**config.mk**
```make
export PLATFORM = sky130hd
export DESIGN_NAME = mcyc_ctrl
export DESIGN_NICKNAME = d
export VERILOG_FILES = /design/src/rtl/mcyc_pkg.sv /design/src/rtl/mcyc_opdec.sv /design/src/rtl/mcyc_nxt.sv /design/src/rtl/mcyc_ctlrom.sv /design/src/rtl/mcyc_ctrl.sv
export SDC_FILE = /design/constraint.sdc
export NUM_CORES = 1
export LEC_CHECK = 0
export ABC_CLOCK_PERIOD_IN_PS = 2000
export BUFFER_PORTS_ARGS = -buffer_cell sky130_fd_sc_hd__buf_2
export CORE_MARGIN = 2
export CORE_UTILIZATION = 33
export DETAILED_ROUTE_END_ITERATION = 8
export HOLD_SLACK_MARGIN = 0.03
export MAX_ROUTING_LAYER = met4
export PLACE_DENSITY_LB_ADDON = 0.12
export SETUP_SLACK_MARGIN = 0.2
export SLEW_MARGIN = 20
export SYNTH_ARGS = -nofsm -noshare
export SYNTH_HDL_FRONTEND = slang
export SYNTH_SLANG_ARGS = --single-unit
export TNS_END_PERCENT = 100
```
**constraint.sdc**
```tcl
create_clock -name clk -period 2 [get_ports clk]
set_input_delay 0.3 -clock clk [delete_from_list [all_inputs] [get_ports clk]]
set_output_delay 0.3 -clock clk [all_outputs]
set_load 0.1 [all_outputs]
```
**src/rtl/mcyc_pkg.sv**
```systemverilog
package mcyc_pkg;

  typedef enum logic [3:0] {
    ST_FETCH  = 4'b0000,
    ST_DECODE = 4'b0001,
    ST_BR     = 4'b0010,
    ST_JMP    = 4'b0011,
    ST_R_EX   = 4'b0100,
    ST_R_WB   = 4'b0101,
    ST_ORI_EX = 4'b0110,
    ST_ORI_WB = 4'b0111,
    ST_LD_ADR = 4'b1000,
    ST_LD_MEM = 4'b1001,
    ST_LD_WB  = 4'b1010,
    ST_ST_ADR = 4'b1011,
    ST_ST_MEM = 4'b1100,
    ST_ILL    = 4'b1101,
    ST_OVF    = 4'b1110,
    ST_IRQ    = 4'b1111
  } state_e;

  typedef enum logic [2:0] {
    OC_R, OC_ORI, OC_LD, OC_ST, OC_BEQ, OC_JMP, OC_BAD
  } opcls_e;

  localparam logic [1:0] ALU_ADD = 2'b00;
  localparam logic [1:0] ALU_SUB = 2'b01;
  localparam logic [1:0] ALU_FN  = 2'b10;
  localparam logic [1:0] ALU_OR  = 2'b11;

  localparam logic [1:0] CAUSE_NONE = 2'b00;
  localparam logic [1:0] CAUSE_ILL  = 2'b01;
  localparam logic [1:0] CAUSE_OVF  = 2'b10;
  localparam logic [1:0] CAUSE_IRQ  = 2'b11;

  typedef struct packed {
    logic       mem_rd;
    logic       mem_wr;
    logic       ir_ld;
    logic       pc_inc;
    logic       ab_ld;
    logic       tgt_ld;
    logic [1:0] alu_op;
    logic       alu_imm;
    logic       imm_zext;
    logic       s_ld;
    logic       mdr_ld;
    logic       rf_we;
    logic       rf_dst_rd;
    logic       rf_src_mem;
    logic       br;
    logic       jmp;
    logic       exc;
    logic [1:0] cause;
  } ctl_t;

endpackage

```
**src/rtl/mcyc_opdec.sv**
```systemverilog
module mcyc_opdec
  import mcyc_pkg::*;
#(
  parameter int OP_W = 6,
  parameter logic [OP_W-1:0] OPC_R   = 0,
  parameter logic [OP_W-1:0] OPC_ORI = 13,
  parameter logic [OP_W-1:0] OPC_LD  = 35,
  parameter logic [OP_W-1:0] OPC_ST  = 43,
  parameter logic [OP_W-1:0] OPC_BEQ = 4,
  parameter logic [OP_W-1:0] OPC_JMP = 2
) (
  input  logic [OP_W-1:0] opcode,
  output opcls_e          cls
);
  always_comb begin
    if      (opcode == OPC_R)   cls = OC_R;
    else if (opcode == OPC_ORI) cls = OC_ORI;
    else if (opcode == OPC_LD)  cls = OC_LD;
    else if (opcode == OPC_ST)  cls = OC_ST;
    else if (opcode == OPC_BEQ) cls = OC_BEQ;
    else if (opcode == OPC_JMP) cls = OC_JMP;
    else                        cls = OC_BAD;
  end
endmodule

```
**src/rtl/mcyc_nxt.sv**
```systemverilog
module mcyc_nxt
  import mcyc_pkg::*;
(
  input  state_e cur,
  input  opcls_e cls,
  input  logic   ovf,
  input  logic   irq,
  input  logic   ready,
  output state_e nxt
);
  state_e retire;

  // instruction boundary: the only point where the interrupt line matters
  assign retire = irq ? ST_IRQ : ST_FETCH;

  always_comb begin
    nxt = ST_FETCH;
    unique case (cur)
      ST_FETCH:  nxt = ready ? ST_DECODE : ST_FETCH;
      ST_DECODE: begin
        unique case (cls)
          OC_R:    nxt = ST_R_EX;
          OC_ORI:  nxt = ST_ORI_EX;
          OC_LD:   nxt = ST_LD_ADR;
          OC_ST:   nxt = ST_ST_ADR;
          OC_BEQ:  nxt = ST_BR;
          OC_JMP:  nxt = ST_JMP;
          default: nxt = ST_ILL;
        endcase
      end
      ST_R_EX:   nxt = ovf ? ST_OVF : ST_R_WB;
      ST_ORI_EX: nxt = ST_ORI_WB;
      ST_LD_ADR: nxt = ST_LD_MEM;
      ST_LD_MEM: nxt = ready ? ST_LD_WB : ST_LD_MEM;
      ST_ST_ADR: nxt = ST_ST_MEM;
      ST_ST_MEM: nxt = ready ? retire : ST_ST_MEM;
      ST_R_WB, ST_ORI_WB, ST_LD_WB, ST_BR, ST_JMP: nxt = retire;
      ST_ILL, ST_OVF, ST_IRQ: nxt = ST_FETCH;
      default:   nxt = ST_FETCH;
    endcase
  end
endmodule

```
**src/rtl/mcyc_ctlrom.sv**
```systemverilog
module mcyc_ctlrom
  import mcyc_pkg::*;
(
  input  state_e st,
  output ctl_t   ctl
);
  always_comb begin
    ctl = '0;
    ctl.alu_op = ALU_ADD;
    ctl.cause  = CAUSE_NONE;
    unique case (st)
      ST_FETCH:  begin ctl.mem_rd = 1'b1; ctl.ir_ld = 1'b1; ctl.pc_inc = 1'b1; end
      ST_DECODE: begin ctl.ab_ld = 1'b1; ctl.tgt_ld = 1'b1;
                       ctl.alu_imm = 1'b1; end
      ST_R_EX:   begin ctl.alu_op = ALU_FN; ctl.s_ld = 1'b1; end
      ST_R_WB:   begin ctl.rf_we = 1'b1; ctl.rf_dst_rd = 1'b1; end
      ST_ORI_EX: begin ctl.alu_op = ALU_OR; ctl.alu_imm = 1'b1;
                       ctl.imm_zext = 1'b1; ctl.s_ld = 1'b1; end
      ST_ORI_WB: ctl.rf_we = 1'b1;
      ST_LD_ADR, ST_ST_ADR: begin ctl.alu_imm = 1'b1; ctl.s_ld = 1'b1; end
      ST_LD_MEM: begin ctl.mem_rd = 1'b1; ctl.mdr_ld = 1'b1; end
      ST_LD_WB:  begin ctl.rf_we = 1'b1; ctl.rf_src_mem = 1'b1; end
      ST_ST_MEM: ctl.mem_wr = 1'b1;
      ST_BR:     begin ctl.alu_op = ALU_SUB; ctl.br = 1'b1; end
      ST_JMP:    ctl.jmp = 1'b1;
      ST_ILL:    begin ctl.exc = 1'b1; ctl.cause = CAUSE_ILL; end
      ST_OVF:    begin ctl.exc = 1'b1; ctl.cause = CAUSE_OVF; end
      ST_IRQ:    begin ctl.exc = 1'b1; ctl.cause = CAUSE_IRQ; end
      default:   ctl = '0;
    endcase
  end
endmodule

```
**src/rtl/mcyc_ctrl.sv**
```systemverilog
module mcyc_ctrl
  import mcyc_pkg::*;
#(
  parameter int OP_W = 6,
  parameter logic [OP_W-1:0] OPC_R   = 0,
  parameter logic [OP_W-1:0] OPC_ORI = 13,
  parameter logic [OP_W-1:0] OPC_LD  = 35,
  parameter logic [OP_W-1:0] OPC_ST  = 43,
  parameter logic [OP_W-1:0] OPC_BEQ = 4,
  parameter logic [OP_W-1:0] OPC_JMP = 2
) (
  input  logic            clk,
  input  logic            rst,
  input  logic [OP_W-1:0] opcode,
  input  logic            alu_ovf,
  input  logic            alu_zero,
  input  logic            irq,
  input  logic            mem_ready,
  output logic [3:0]      state_o,
  output logic            mem_rd,
  output logic            mem_wr,
  output logic            ir_we,
  output logic            pc_inc_we,
  output logic            ab_we,
  output logic            tgt_we,
  output logic [1:0]      alu_op,
  output logic            alu_imm,
  output logic            imm_zext,
  output logic            s_we,
  output logic            mdr_we,
  output logic            rf_we,
  output logic            rf_dst_rd,
  output logic            rf_src_mem,
  output logic            pc_br_we,
  output logic            pc_jmp_we,
  output logic            exc_enter,
  output logic [1:0]      exc_cause
);
  opcls_e cls;
  state_e state_q, state_d;
  ctl_t   ctl_d, ctl_q;

  mcyc_opdec #(
    .OP_W(OP_W), .OPC_R(OPC_R), .OPC_ORI(OPC_ORI), .OPC_LD(OPC_LD),
    .OPC_ST(OPC_ST), .OPC_BEQ(OPC_BEQ), .OPC_JMP(OPC_JMP)
  ) u_dec (
    .opcode(opcode),
    .cls   (cls)
  );

  mcyc_nxt u_nxt (
    .cur  (state_q),
    .cls  (cls),
    .ovf  (alu_ovf),
    .irq  (irq),
    .ready(mem_ready),
    .nxt  (state_d)
  );

  // control word looked up for the upcoming state, then registered
  mcyc_ctlrom u_rom (
    .st (state_d),
    .ctl(ctl_d)
  );

  always_ff @(posedge clk) begin
    if (rst) begin
      state_q <= ST_FETCH;
      ctl_q   <= '0;
      ctl_q.mem_rd <= 1'b1;
      ctl_q.ir_ld  <= 1'b1;
      ctl_q.pc_inc <= 1'b1;
    end else begin
      state_q <= state_d;
      ctl_q   <= ctl_d;
    end
  end

  assign state_o    = state_q;
  assign mem_rd     = ctl_q.mem_rd;
  assign mem_wr     = ctl_q.mem_wr;
  assign ir_we      = ctl_q.ir_ld  & mem_ready;
  assign pc_inc_we  = ctl_q.pc_inc & mem_ready;
  assign ab_we      = ctl_q.ab_ld;
  assign tgt_we     = ctl_q.tgt_ld;
  assign alu_op     = ctl_q.alu_op;
  assign alu_imm    = ctl_q.alu_imm;
  assign imm_zext   = ctl_q.imm_zext;
  assign s_we       = ctl_q.s_ld;
  assign mdr_we     = ctl_q.mdr_ld & mem_ready;
  assign rf_we      = ctl_q.rf_we;
  assign rf_dst_rd  = ctl_q.rf_dst_rd;
  assign rf_src_mem = ctl_q.rf_src_mem;
  assign pc_br_we   = ctl_q.br & alu_zero;
  assign pc_jmp_we  = ctl_q.jmp;
  assign exc_enter  = ctl_q.exc;
  assign exc_cause  = ctl_q.cause;

  a_r2_fetch_hold: assert property (@(posedge clk) disable iff (rst)
    (state_o == 4'b0000 && !mem_ready) |=> state_o == 4'b0000);

  a_r4_no_overflow: assert property (@(posedge clk) disable iff (rst)
    (state_o == 4'b0100 && alu_ovf) |=> (state_o == 4'b1110 && !rf_we));

  a_r6_mdr_needs_ready: assert property (@(posedge clk) disable iff (rst)
    mdr_we |-> (mem_ready && state_o == 4'b1001));

  a_r7_store_no_rf: assert property (@(posedge clk) disable iff (rst)
    mem_wr |-> (!rf_we && state_o == 4'b1100));

  a_r11_irq_boundary: assert property (@(posedge clk) disable iff (rst)
    (state_o inside {4'b0000, 4'b0001, 4'b0100, 4'b0110, 4'b1000, 4'b1011})
      |=> state_o != 4'b1111);

  a_r12_trap_to_fetch: assert property (@(posedge clk) disable iff (rst)
    exc_enter |=> (state_o == 4'b0000 && !exc_enter));

endmodule

```
After elaboration in Yosys (flattened, before gate mapping)
Index checks and enable logic that the tools add are counted.
- logic and storage cells: 101
- output and inout port bits: 24
- memory bits (writable): 0
- memories: 0
- input port bits: 12
- ROM bits: 0
- latch bits: 0
- register bits: 24
- reductions and logical operators: 10
- $mul: 0
- add/subtract/negate cells: 0
- equality and inequality tests: 40
- magnitude comparators: 0
- shift-type cells: 0
- bitwise gates (word level): 4
- div/mod/pow operators: 0
- multiplexer cells: 28
- operators by type and width (kind ; count):
    4-bit == test, second input constant ; 16
    4-bit case mux with 10 select lines ; 1
    4-bit by 3-bit == test with 1-bit output, second input constant ; 8
    4-bit case mux with 6 select lines ; 1
    4-bit by 2-bit == test with 1-bit output, second input constant ; 4
    3-bit two-way mux ; 5
    6-bit == test, second input constant ; 2
    1-bit two-way mux ; 12
    4-bit two-way mux ; 3
    3-bit case mux with 3 select lines ; 1
    4-bit by 1-bit == test with 1-bit output, second input constant ; 2
    4-bit logical NOT ; 2
    2-bit two-way mux ; 4
    4-bit OR reduction ; 2
    3-bit by 2-bit == test with 1-bit output, second input constant ; 2
    3-bit == test, second input constant ; 2
    6-bit by 2-bit == test with 1-bit output, second input constant ; 1
    6-bit by 3-bit == test with 1-bit output, second input constant ; 1
    6-bit by 4-bit == test with 1-bit output, second input constant ; 1
    6-bit logical NOT ; 1
    2-bit case mux with 3 select lines ; 1
    3-bit OR reduction ; 2
    5-bit OR reduction ; 1
    1-bit bitwise AND ; 4
    other kinds (3) ; 3

Depth between registers and ports, before layout
- depth after elaboration: 13
- gate-level depth with buffers: 8
- depth with buffers taken out: 7

Cells and area by module
A second synthesis with hierarchy kept.
- cells, all modules: 153
- area total of the unflattened synthesis: 1335.0 um^2
- modules (own cells, without submodules) (module ; cells an instance ; times used ; area each (um^2) ; sequential area each (um^2)):
    mcyc_ctrl ; 58 ; 1 ; 704.4 ; 480.5
    mcyc_nxt ; 44 ; 1 ; 310.3 ; 0.0
    mcyc_ctlrom ; 36 ; 1 ; 226.5 ; 0.0
    mcyc_opdec ; 15 ; 1 ; 93.8 ; 0.0

Worst setup path after synthesis
Ideal clock, no wire load.
- path kind: register to register
- start point: register state_q[0], in the netlist state_o[0]
- end point: register ctl_q (netlist bit alu_imm)
- arrival time: 2.488 ns
- path buffers: 0
- stages on the path, launching flop included: 8
- path slack: -0.562 ns
- data required time: 1.925 ns
- library setup time: 0.075 ns
- period minus slack after synthesis: 2.562 ns
- cells stage by stage: dfxtp_1 > or4b_4 > a211oi_1 > o221a_2 > nor3_2 > nand2b_1 > nand2b_1 > a31oi_1
- cells in the longest elaborated chain, start to end: 6
- elaborated cells between the ends (all ways): 25
- classes of those cells: eq/ne: 19; mux: 2; reduce/logical: 4
- ends and longest elaborated chain (element ; line ; source):
    start: declaration ; mcyc_ctrl.sv:40 ; state_e state_q, state_d;
    start signal: assignment ; mcyc_ctrl.sv:74 ; state_q <= state_d;
    4-bit by 3-bit == test with 1-bit output (tied with other cells) ; mcyc_nxt.sv:18 ; unique case (cur)
    5-bit OR reduction or 3-bit OR reduction (tied branches) ; mcyc_nxt.sv:18 ;
    4-bit case mux with 10 select lines (*) ; mcyc_nxt.sv:18 ;
    4-bit by 1-bit == test with 1-bit output (tied with other cells) ; mcyc_ctlrom.sv:11 ; unique case (st)
    4-bit OR reduction (no source line) (*) ; -- ;
    1-bit two-way mux (*) ; mcyc_ctlrom.sv:11 ;
    end signal: assignment ; mcyc_ctrl.sv:75 ; ctl_q <= ctl_d;
    end: declaration ; mcyc_ctrl.sv:41 ; ctl_t ctl_d, ctl_q;
Every way passes the cells marked *; elsewhere a longest branch is shown, timed or not.
A chain may end at the register's enable or synchronous reset.

Worst setup path in the final report
- start point: register state_q[3], in the netlist state_o[3]
- end point: register, netlist name mem_rd
- cells in the longest elaborated chain, start to end: 6
- elaborated cells between the ends (all ways): 23
- classes of those cells: eq/ne: 16; mux: 2; reduce/logical: 5
- ends and longest elaborated chain (element ; line):
    4-bit by 3-bit == test with 1-bit output (tied with other cells) ; mcyc_nxt.sv:18
    5-bit OR reduction or 3-bit OR reduction (tied branches) ; mcyc_nxt.sv:18
    4-bit case mux with 10 select lines (*) ; mcyc_nxt.sv:18
    4-bit == test or 4-bit logical NOT (tied branches) ; mcyc_ctlrom.sv:11
    2-bit OR reduction (no source line) (*) ; --
    1-bit two-way mux (*) ; mcyc_ctlrom.sv:11
Marked as above.

==> results.tsv <==
metric	value	unit
outcome	finished, final reports clean	
# H-tree levels	1	
GPL Wtd Cong	0.771	
num ports	36	
final hold slack	0.316	ns
Synth Net Count	147	
Mapped Area	1140	um^2
Hold-fix buffers, CTS	0	
total CTS buffers	3	
initial antenna violation count	0	
Clk Latency, worst-skew pair	0.31	ns
Yosys reg bits	22	
Final Instance Area	1730	um^2
final worst-path cycle share	0.962	
DRC viols	0	
CTS Sinks	22	
final wirelength	2.93	mm
DR iter-0 viols	25	
Final Util	0.518	
Core Area	3340	um^2
vias in the first global route	1091	
Crit Path Max Fanout	4	
post-synthesis sequential area ratio	0.385	
Ys Warns	0	
diode count	0	
DP Area	1510	um^2
GRT overflow	0	
final hold vios	0	
die area	3960	um^2
share of cells above drive strength 1	0.524	
final layout net count	204	
Worst-Margin Slew	0.490	ns
GRT Overall Usage	0.162	
arrival time at the worst endpoint	2.15	ns
# port buffers	35	
row count	21	
Initial Util	0.343	
via count	1139	
CP Capture Type	flop	
clock skew	0.00240	ns
min cycle time layout	1.92	ns
Final Max Slew Viols	0	
dpl hpwl	2.09	mm
Worst slew margin	0.675	
Post-Synthesis Mean Instance Area	8.48	um^2
Setup crit start kind	flop	
Post-DRT Antenna Nets	0	
unique cell type count in the Yosys netlist	40	
max_cap viols	0	
clock tree root driver cell	clkbuf_4	
fillcell total	340	
Final setup viols	0	
Die X	62.9	um
Mapped Cells	135	
Chip Height	62.9	um
CP required	2.22	ns
via/cell ratio	4.81	
pin count of the biggest net entering global routing	16	
drt first pass iters	4	
CTS tree	built	
critical path class	flop to flop	
CTS clock-pin slew for the worst setup and hold paths	0.12	ns
Hold Crit Class	input pin to flop	
post-detailed-route wirelength per cell	12.4	um
first-pass GRT wire length	5.00	mm
synth-to-layout area growth	51.0	%
RSZ-0062 raised after global routing	true	
Longest Clk Path Bufs	2	
fmax	520	MHz
worst paths after layout:
check	start	endpoint	slack (ns)	depth (start not counted)
setup / recovery	state_o[3]	mem_rd	0.08	7
hold / removal	rst	state_o[1]	0.32	2
setup reg to reg	state_o[3]	mem_rd	0.08	7
hold reg to reg	state_o[3]	state_o[3]	0.74	4
area by class of cell:
class	instances	area, um^2	area share
tap	46	57.6	0.0333
clock inverter	1	30.0	0.0174
clock buffer	3	22.5	0.0130
timing repair buffer	65	435	0.252
inverter	3	11.3	0.00651
multi-input combinational	97	717	0.415
sequential	22	455	0.263
sequential cells by signal, summed over array words and instances (netlist names):
register    flops
state_o         4
ctl_q           3
alu_op          2
exc_cause       2
alu_imm         1
exc_enter       1
imm_zext        1
mem_rd          1
mem_wr          1
pc_jmp_we       1
rf_dst_rd       1
rf_src_mem      1
rf_we           1
s_we            1
tgt_we          1
per-stage QoR:
| stage | setup TNS (ns) | std cells | setup WS (ns) |
|---|---|---|---|
| floorplan | -0.0240 | 135 | -0.0205 |
| global placement | -0.0291 | 225 | -0.0291 |
| detailed placement | -0.118 | 225 | -0.0911 |
| CTS | 0 | 235 | 0.0570 |
| global route | -0.0131 | 237 | -0.00778 |
| finish | 0 | 237 | 0.0762 |
critical path, stage by stage, from the launching register on:
cell and delay (ns):
dfxtp_4 0.36, or4b_4 0.57, a211oi_2 0.16, o221a_2 0.23, nor3_4 0.06, and2_4 0.15, a21o_1 0.16, nand2b_4 0.13
placed cells by master (no fill, tap or decap), types with 2 or more instances in the layout:
cell type / count
a211oi_2: 2
a21oi_2: 3
nor2_2: 3
buf_6: 4
buf_2: 35
nand3b_1: 2
a31oi_1: 3
nand2b_4: 3
or3_1: 2
nor3_4: 2
clkbuf_4: 3
nor4_1: 2
nand2b_1: 2
dfxtp_4: 4
nand3_2: 2
nand3_1: 4
nor2b_1: 5
and2_1: 2
nor3_1: 2
buf_4: 24
nor2_1: 17
dfxtp_1: 18
nand2_1: 9
a21oi_1: 7
inv_1: 3
metal layers:
layer  routed length (um)  vias to the layer above  global-route usage
li1                     -                      580                   -
met1                 1300                      533               0.195
met2                 1480                       21               0.275
met3                   89                        5              0.0216
met4                   52                        0              0.0583
met5                    0                        -                   -
Yosys cell counts, drive strengths merged:
library cell  instances  share of area
dfxtp                22           0.38
nor2                 20          0.066
a21oi                10          0.044
buf                   9          0.055
nand2                 9          0.030
nand3                 6          0.031
nor2b                 6          0.033
nand2b                5          0.027
and2                  4          0.022
clkbuf                4          0.013
nor3                  4          0.022
a211oi                3          0.031
a31oi                 3          0.016
inv                   3         0.0098
or3                   3          0.016
nand3b                2          0.013
nor4                  2          0.011
o21ai                 2         0.0087
a2111oi               1          0.024
a21o                  1         0.0066
a22oi                 1         0.0066
a32o                  1         0.0087
and3                  1         0.0055
mux2i                 1         0.0087
nand4                 1         0.0055
nand4b                1         0.0077
nand4bb               1         0.0098
o211ai                1         0.0066
o21a                  1         0.0066
o221a                 1         0.0098
o31ai                 1         0.0066
o32ai                 1          0.014
o41ai                 1          0.014
or2                   1         0.0077
or4b                  1          0.012
xor2                  1         0.0077
logic make-up (layout without fill, tap and decap cells):
family                 count (synthesis)  after routing  synth area share
XOR/XNOR                               1              1           0.00765
buffers and inverters                 16             72            0.0776
AO/OA/AOI/OAI                         28             28             0.203
flip-flops                            22             22             0.385
AND/OR/NAND/NOR                       67             67             0.318
multiplexers                           1              1           0.00874
timing repair:
item	4_1_cts	5_1_grt
pin swaps	7	4
endpoints found under the setup margin	16	17
gates resized for setup	15	7
buffers inserted	6	2
Power is left out: the tool's default activity adds up to more than one toggle a clock period on the data nets, which glitch-free logic cannot reach.
